`config.mk`:
```
export PLATFORM = sky130hd
export DESIGN_NAME = tcap_unit
export DESIGN_NICKNAME = d
export VERILOG_FILES = /design/src/rtl/tcap_pkg.sv /design/src/rtl/tcap_edge_sync.sv /design/src/rtl/tcap_channel.sv /design/src/rtl/tcap_unit.sv
export SDC_FILE = /design/constraint.sdc
export NUM_CORES = 1
export LEC_CHECK = 0
export BUFFER_PORTS_ARGS = -buffer_cell sky130_fd_sc_hd__buf_2
export CAP_MARGIN = 0
export CORE_UTILIZATION = 24
export DETAILED_ROUTE_END_ITERATION = 12
export HOLD_SLACK_MARGIN = 0.06
export PLACE_DENSITY_LB_ADDON = 0.25
export SYNTH_ARGS = -nofsm -noshare
export SYNTH_HDL_FRONTEND = slang
export SYNTH_SLANG_ARGS = --single-unit
```
`constraint.sdc`:
```
create_clock -name clk -period 2.4 [get_ports clk]
set_input_delay 0.12 -clock clk [delete_from_list [all_inputs] [get_ports clk]]
set_output_delay 0.12 -clock clk [all_outputs]
set_load 0.005 [all_outputs]
```
`src/rtl/tcap_pkg.sv`:
```
package tcap_pkg;

  typedef enum logic [1:0] {
    EDGE_OFF  = 2'b00,
    EDGE_RISE = 2'b01,
    EDGE_FALL = 2'b10,
    EDGE_ANY  = 2'b11
  } edge_mode_e;

  // True when the transition prev->cur is one the mode asks for.
  function automatic logic edge_match(edge_mode_e mode, logic prev, logic cur);
    logic rise;
    logic fall;
    rise = !prev && cur;
    fall = prev && !cur;
    case (mode)
      EDGE_RISE: return rise;
      EDGE_FALL: return fall;
      EDGE_ANY:  return rise || fall;
      default:   return 1'b0;
    endcase
  endfunction

  // Address of the high byte of a channel; the low byte follows it.
  function automatic int unsigned hi_addr(int unsigned ch);
    return 2 * ch;
  endfunction

endpackage

```
`src/rtl/tcap_edge_sync.sv`:
```
module tcap_edge_sync #(
  parameter int SYNC_STAGES = 2
) (
  input  logic       clk,
  input  logic       rst_n,
  input  logic       pin,
  input  logic [1:0] mode,
  output logic       hit
);
  import tcap_pkg::*;

  logic [SYNC_STAGES-1:0] sync_q;
  logic                   prev_q;

  always_ff @(posedge clk or negedge rst_n) begin
    if (!rst_n) begin
      sync_q <= '0;
      prev_q <= 1'b0;
    end else begin
      sync_q <= {sync_q[SYNC_STAGES-2:0], pin};
      prev_q <= sync_q[SYNC_STAGES-1];
    end
  end

  assign hit = edge_match(edge_mode_e'(mode), prev_q, sync_q[SYNC_STAGES-1]);

endmodule

```
`src/rtl/tcap_channel.sv`:
```
module tcap_channel #(
  parameter int CNT_W = 16
) (
  input  logic             clk,
  input  logic             rst_n,
  input  logic             hit,
  input  logic             blocked,
  input  logic [CNT_W-1:0] cnt,
  input  logic             flag_clr,
  output logic [CNT_W-1:0] cap_q,
  output logic             load,
  output logic             flag_q
);
  logic             pend_v;
  logic [CNT_W-1:0] pend_val;
  logic [CNT_W-1:0] load_val;

  always_comb begin
    load     = !blocked && (hit || pend_v);
    load_val = hit ? cnt : pend_val;
  end

  always_ff @(posedge clk or negedge rst_n) begin
    if (!rst_n) begin
      pend_v <= 1'b0;
      flag_q <= 1'b0;
    end else begin
      if (blocked) begin
        if (hit) pend_v <= 1'b1;
      end else begin
        pend_v <= 1'b0;
      end
      if (load)          flag_q <= 1'b1;
      else if (flag_clr) flag_q <= 1'b0;
    end
  end

  // Capture data is deliberately left out of reset.
  always_ff @(posedge clk) begin
    if (blocked && hit) pend_val <= cnt;
    if (load)           cap_q    <= load_val;
  end

endmodule

```
`src/rtl/tcap_unit.sv`:
```
module tcap_unit #(
  parameter int NUM_CH      = 3,
  parameter int CNT_W       = 16,
  parameter int SYNC_STAGES = 2,
  localparam int ADDR_W     = $clog2(2 * NUM_CH + 2)
) (
  input  logic              clk,
  input  logic              rst_n,
  input  logic [CNT_W-1:0]  cnt_in,
  input  logic [NUM_CH-1:0] cap_pin,
  input  logic [ADDR_W-1:0] bus_addr,
  input  logic              bus_rd,
  input  logic              bus_wr,
  input  logic [7:0]        bus_wdata,
  output logic [7:0]        bus_rdata
);
  import tcap_pkg::*;

  localparam int CTRL_ADDR = 2 * NUM_CH;
  localparam int FLAG_ADDR = 2 * NUM_CH + 1;

  logic [7:0]             ctrl_q;
  logic [NUM_CH-1:0]      cap_hit;
  logic [NUM_CH-1:0]      cap_blocked;
  logic [NUM_CH-1:0]      cap_load;
  logic [NUM_CH-1:0]      flag_q;
  logic                   flag_wr;
  logic [CNT_W-1:0]       cap_val [NUM_CH];

  assign flag_wr = bus_wr && (bus_addr == ADDR_W'(FLAG_ADDR));

  always_ff @(posedge clk or negedge rst_n) begin
    if (!rst_n)                                          ctrl_q <= '0;
    else if (bus_wr && bus_addr == ADDR_W'(CTRL_ADDR))   ctrl_q <= bus_wdata;
  end

  for (genvar c = 0; c < NUM_CH; c++) begin : g_ch
    assign cap_blocked[c] = bus_rd && (bus_addr == ADDR_W'(hi_addr(c)));

    tcap_edge_sync #(.SYNC_STAGES(SYNC_STAGES)) u_sync (
      .clk  (clk),
      .rst_n(rst_n),
      .pin  (cap_pin[c]),
      .mode (ctrl_q[2*c +: 2]),
      .hit  (cap_hit[c])
    );

    tcap_channel #(.CNT_W(CNT_W)) u_chan (
      .clk     (clk),
      .rst_n   (rst_n),
      .hit     (cap_hit[c]),
      .blocked (cap_blocked[c]),
      .cnt     (cnt_in),
      .flag_clr(flag_wr && bus_wdata[c]),
      .cap_q   (cap_val[c]),
      .load    (cap_load[c]),
      .flag_q  (flag_q[c])
    );
  end

  always_comb begin
    bus_rdata = '0;
    if (bus_addr == ADDR_W'(CTRL_ADDR)) bus_rdata = ctrl_q;
    if (bus_addr == ADDR_W'(FLAG_ADDR)) bus_rdata = {{(8-NUM_CH){1'b0}}, flag_q};
    for (int c = 0; c < NUM_CH; c++) begin
      if (bus_addr == ADDR_W'(hi_addr(c)))     bus_rdata = cap_val[c][CNT_W-1 -: 8];
      if (bus_addr == ADDR_W'(hi_addr(c) + 1)) bus_rdata = cap_val[c][7:0];
    end
  end

endmodule

```
Word-level counts from Yosys, hierarchy flattened

Index checks and enable logic that the tools add are counted.

Register bits: 119
Bits of input ports: 34
Word-level logic and storage cells: 103

Equal/unequal tests: 19
Multiplexer cells: 26
Reduce and logical (&&, ||, !) cells: 39

Operator list:

| cell                                                                    | number |
|---|---|
| 8-bit 2-to-1 mux                                                        | 8 |
| 16-bit 2-to-1 mux                                                       | 3 |
| 1-bit logical AND                                                       | 20 |
| 2-bit == test, second input constant                                    | 6 |
| 3-bit == test, second input constant                                    | 4 |
| 1-bit 2-to-1 mux                                                        | 12 |
| 1-bit zero test                                                         | 9 |
| 1-bit one-hot mux with 3 select lines                                   | 3 |
| 2-bit by 1-bit == test with 1-bit output, second input constant         | 3 |
| 3-bit by 2-bit == test with 1-bit output, second input constant         | 2 |
| 1-bit logical OR                                                        | 6 |
| 2-bit by 1-bit inequality test with 1-bit output, second input constant | 3 |
| 2-bit nonzero test                                                      | 3 |
| 3-bit by 1-bit == test with 1-bit output, second input constant         | 1 |
| 3-bit zero test                                                         | 1 |

Depth between registers and ports, before layout

Word-level depth: 9
Mapped depth: 7

Modules after synthesis

Synthesis repeated with hierarchy kept, for this count alone.

Cells, all modules: 307
Area total of the unflattened synthesis: 5,261.3 um^2

Modules (own cells, without submodules):

| module         | times used | cells an instance | area each (um^2) | seq. area each (um^2) |
|---|---|---|---|---|
| tcap_channel   | 3          | 58                | 1,287.5          | 1,011.0 |
| tcap_unit      | 1          | 97                | 997.2            | 200.2 |
| tcap_edge_sync | 3          | 12                | 133.9            | 75.1 |

Least setup slack after synthesis

OpenSTA, ideal clock, no wires.

Path type: register to register
Start: register g_ch[1].u_sync.prev_q
End: register g_ch[1].u_chan.cap_q[0] (enable)
Data arrival time: 1.859 ns
Data required time: 1.999 ns
Setup slack: 0.140 ns
Stages on the path, launching flop included: 6
Path buffers: 0
Period minus slack after synthesis: 2.260 ns
Cells stage by stage: dfrtp_1 -> inv_1 -> ha_1 -> nor2b_1 -> o21ai_2 -> a31oi_1

Cells in the longest elaborated chain, start to end: 6
Elaborated cells on any way between the ends: 7
Those cells by class: mux: 1; reduce/logical: 6

RTL lines:

| element                                   | line                 | RTL |
|---|---|---|
| start: declaration                        | tcap_edge_sync.sv:13 | `logic prev_q;` |
| start signal: assignment                  | tcap_edge_sync.sv:21 | `prev_q <= sync_q[SYNC_STAGES-1];` |
| 1-bit zero test                           | tcap_pkg.sv:14       | `rise = !prev && cur;` |
| 1-bit logical AND                         | tcap_pkg.sv:14       |  |
| 1-bit logical OR                          | tcap_pkg.sv:19       | `EDGE_ANY: return rise \|\| fall;` |
| 1-bit one-hot mux with 3 select lines (*) | tcap_pkg.sv:16       | `case (mode)` |
| 1-bit logical OR (*)                      | tcap_channel.sv:19   | `load = !blocked && (hit \|\| pend_v);` |
| 1-bit logical AND (*)                     | tcap_channel.sv:19   |  |
| via g_ch[1].u_chan.load                   | tcap_channel.sv:11   | `output logic load,` |
| end signal: assignment                    | tcap_channel.sv:41   | `if (load) cap_q <= load_val;` |
| end: declaration                          | tcap_channel.sv:10   | `output logic [CNT_W-1:0] cap_q,` |

The timed path passes the listed nets; every way through them passes the cells marked *.
A chain may end at the register's enable or synchronous reset.

Final worst setup path

Start: register g_ch[1].u_sync.prev_q
End: register g_ch[1].u_chan.pend_val[0] (enable)

Cells in the longest elaborated chain, start to end: 5
Elaborated cells on any way between the ends: 6
Those cells by class: mux: 1; reduce/logical: 5

RTL lines:

| element                                   | line               | RTL |
|---|---|---|
| 1-bit zero test                           | tcap_pkg.sv:14     |  |
| 1-bit logical AND                         | tcap_pkg.sv:14     |  |
| 1-bit logical OR                          | tcap_pkg.sv:19     |  |
| 1-bit one-hot mux with 3 select lines (*) | tcap_pkg.sv:16     |  |
| 1-bit logical AND (*)                     | tcap_channel.sv:40 | `if (blocked && hit) pend_val <= cnt;` |
| end signal: assignment                    | tcap_channel.sv:40 |  |
| end: declaration                          | tcap_channel.sv:15 | `logic [CNT_W-1:0] pend_val;` |

Every way passes the cells marked *; elsewhere a longest branch is shown, timed or not.

==> reports/qor.csv <==
metric,value,unit
final_area,6510,um^2
synth_area_leader_cell,edfxtp_1,
synth_xor_area_frac,0,
r2r-start,g_ch[1].u_sync.prev_q,
drive_gt1_frac,0.378,
fin_util,0.319,
finalSetupTns,0,ns
antenna_found_initial,0,
via_per_inst,4.23,
cts-buffers-inserted,17,
route.detailed.drc,0,
hold_path.class,in -> reg,
cp-end-kind,register,
maxSlewHeadroom,0.554,
nFillCells,2042,
syn_to_final_growth,29.0,%
synth.distinct_cells,39,
synthSimpleGateAreaFrac,0.0555,
power_density,908,nW/um^2
clock_latency,0.42,ns
grtUsageMet1,0.162,
yosys_warnings,0,
setup_violations,0,
final-seq-area,3460,um^2
vdd_drop_max,0.403,mV
cts_sinks,119,
worst_pin_slew,0.669,ns
cp.arrival,2.23,ns
grt.met2_usage,0.164,
min_period,2.14,ns
start_util,0.247,
worstRegToRegCells,7,
r2r_slack,0.26,ns
p_leak,2.38,nW
busiest_layer,met2,
clk_pin_slew,0.06,ns
multiInputGateArea,1500,um^2
htreeDepth,4,
num_antenna_cells,0,
vias,2856,
first_pass_iters,4,
grt_overflow_total,0,
dp.cells,615,
synth_edf_count,96,
netlist.area_leader.share,0.571,
max_freq,468,MHz
yosysSeqAreaShare,0.685,
antenna_left,0,
final_cells,675,
grt_pass1_wl,18000,um
critical_path_required,2.49,ns
worst_clock_skew,0.0112,ns
cts-root-buf,clkbuf_16,
wl,11600,um
cts.repair.resized,0,
synth_top_family_by_area,multiplexers,
rsz0062_at_grt,false,
placed_area,5630,um^2
first_iter_violations,164,
core,20400,um^2
grt_max_degree,30,
die_h,147,um
worstHoldStart,bus_rd,
yosys.area_share.adder,0.0149,
status,"complete, no violations",
synthTopCellsByArea,"edfxtp_1 (57%), mux2_2 (12%), dfrtp_1 (11%)",
synth_area,5050,um^2
cts_tree,built,
syn_inst,303,
drv_slew,0,
io_buffer_count,41,
cts_buffer_depth,2,
critPathKind,reg -> reg,
place.gp.congestion,0.733,
die-area,21600,um^2
synth-compound-area-share,0.0468,
worstHoldEndpoint,g_ch[0].u_chan.pend_v,
whs_path_depth,4,
timing.final.crit_share,0.890,
track_usage,0.116,
postSynthRegisterBits,119,
finalNetCount,432,
max_cap_viol_count,0,
rows,52,
critPathLaunchType,register,
die_w,147,um
cts_hold_buf,28,
synth_fp_nets,343,
syn_avg_cell_area,16.7,um^2
hold_viol,0,
use_met3,0.0363,
grt_pass1_vias,2915,
io_pins,42,
synth.area.mux_share,0.177,
async_flop_share,0.193,
cts_setup_buffers,0,
synth_flop_cell,edfxtp_1,
post_drt_wl_per_cell,17.2,um
cp_max_fo,18,
whs,0.139,ns
place_hpwl,7490,um
r2r-end,g_ch[1].u_chan.pend_val[0],
## worst max-delay path: stages, from the launching register on
cell,delay (ns)
dfrtp_1,0.35
inv_1,0.05
ha_1,0.28
nor2b_1,0.15
o21ai_2,0.10
nand2_2,0.40
and2_1,0.20
buf_4,0.28
## state kept, by name, indices dropped and copies added, names as in the netlist
name                  count
g_ch.u_chan.pend_val     48
g_ch.u_sync.prev_q        3
g_ch.u_chan.pend_v        3
g_ch.u_chan.cap_q        48
ctrl_q                    8
g_ch.u_sync.sync_q        6
g_ch.u_chan.flag_q        3
## cells in the mapped netlist (2+ instances only)
library cell  instances
mux2_2               53
a31oi_1               3
o21ai_2               2
a211oi_1              2
nand2_1               8
nor2_1               16
buf_4                 2
nor3b_1               2
o21bai_1              2
nor2b_1               8
and3_1                2
a21oi_1               3
ha_1                  6
mux4_2                7
o32ai_1               4
inv_1                10
edfxtp_1             96
mux2_1                9
o21ai_0               5
o22ai_1               2
dfrtp_1              23
nand3b_1              2
a21o_1                3
and2_1                3
nand2_2               2
nand2b_1              4
o21a_1                2
buf_2                 8
mux2i_1               4
## metrics by stage
step           power, W  setup WS, ns
2_1_floorplan   0.00305         0.140
3_3_place_gp    0.00334         0.286
3_5_place_dp    0.00335         0.242
4_1_cts         0.00600         0.237
5_1_grt         0.00618         0.156
6_report        0.00592         0.264
## logic make-up (layout without fill, tap and decap cells)
kind of cell	Yosys count	count (layout)
flops	119	119
mux	73	73
simple gates	52	52
compound gates	32	32
buf+inv	21	123
fa+ha+maj	6	6
## cell type report
type                    instances  area share
inverters                      10     0.00576
well taps                     270      0.0519
clock inverters                15      0.0275
multi-input cells             163       0.230
flip-flops and latches        119       0.531
repair buffers                 81      0.0884
clock buffers                  17      0.0653
## routing by layer
layer  share of wire  wire (um)
met1            0.49       5690
met5               0          0
met4           0.016        182
met2            0.44       5150
met3           0.048        560
## placed cells by master, fill, tap and decap left out, types with 7 or more instances in the layout
cell            n
mux2_2         53
nor2b_1         8
mux2_1          9
edfxtp_1       96
buf_2          41
nor2_1         16
dlygate4sd3_1  28
inv_1          10
mux4_2          7
nand2_1         8
clkbuf_16      17
inv_6           8
dfrtp_1        23
buf_4          12
## power by group
group,internal (W),total (W),leakage [nW],switching (W)
clock,0.00157,0.00259,0.298,0.00102
combinational,0.000368,0.000756,0.927,0.000388
sequential,0.00247,0.00257,1.15,0.0000944
## how the worst max path moves through the flow
stage	cells after the start	end	from
6_report	7	g_ch[1].u_chan.pend_val[0]	g_ch[1].u_sync.prev_q
5_1_grt	7	g_ch[1].u_chan.pend_val[9]	g_ch[1].u_sync.prev_q
4_1_cts	7	g_ch[1].u_chan.pend_val[9]	g_ch[1].u_sync.prev_q
3_5_place_dp	7	g_ch[1].u_chan.pend_val[5]	g_ch[1].u_sync.prev_q
3_3_place_gp	7	g_ch[1].u_chan.pend_val[5]	g_ch[1].u_sync.prev_q
2_1_floorplan	5	g_ch[1].u_chan.cap_q[0]	g_ch[1].u_sync.prev_q
No activity file was read; power rests on OpenSTA's default activity.
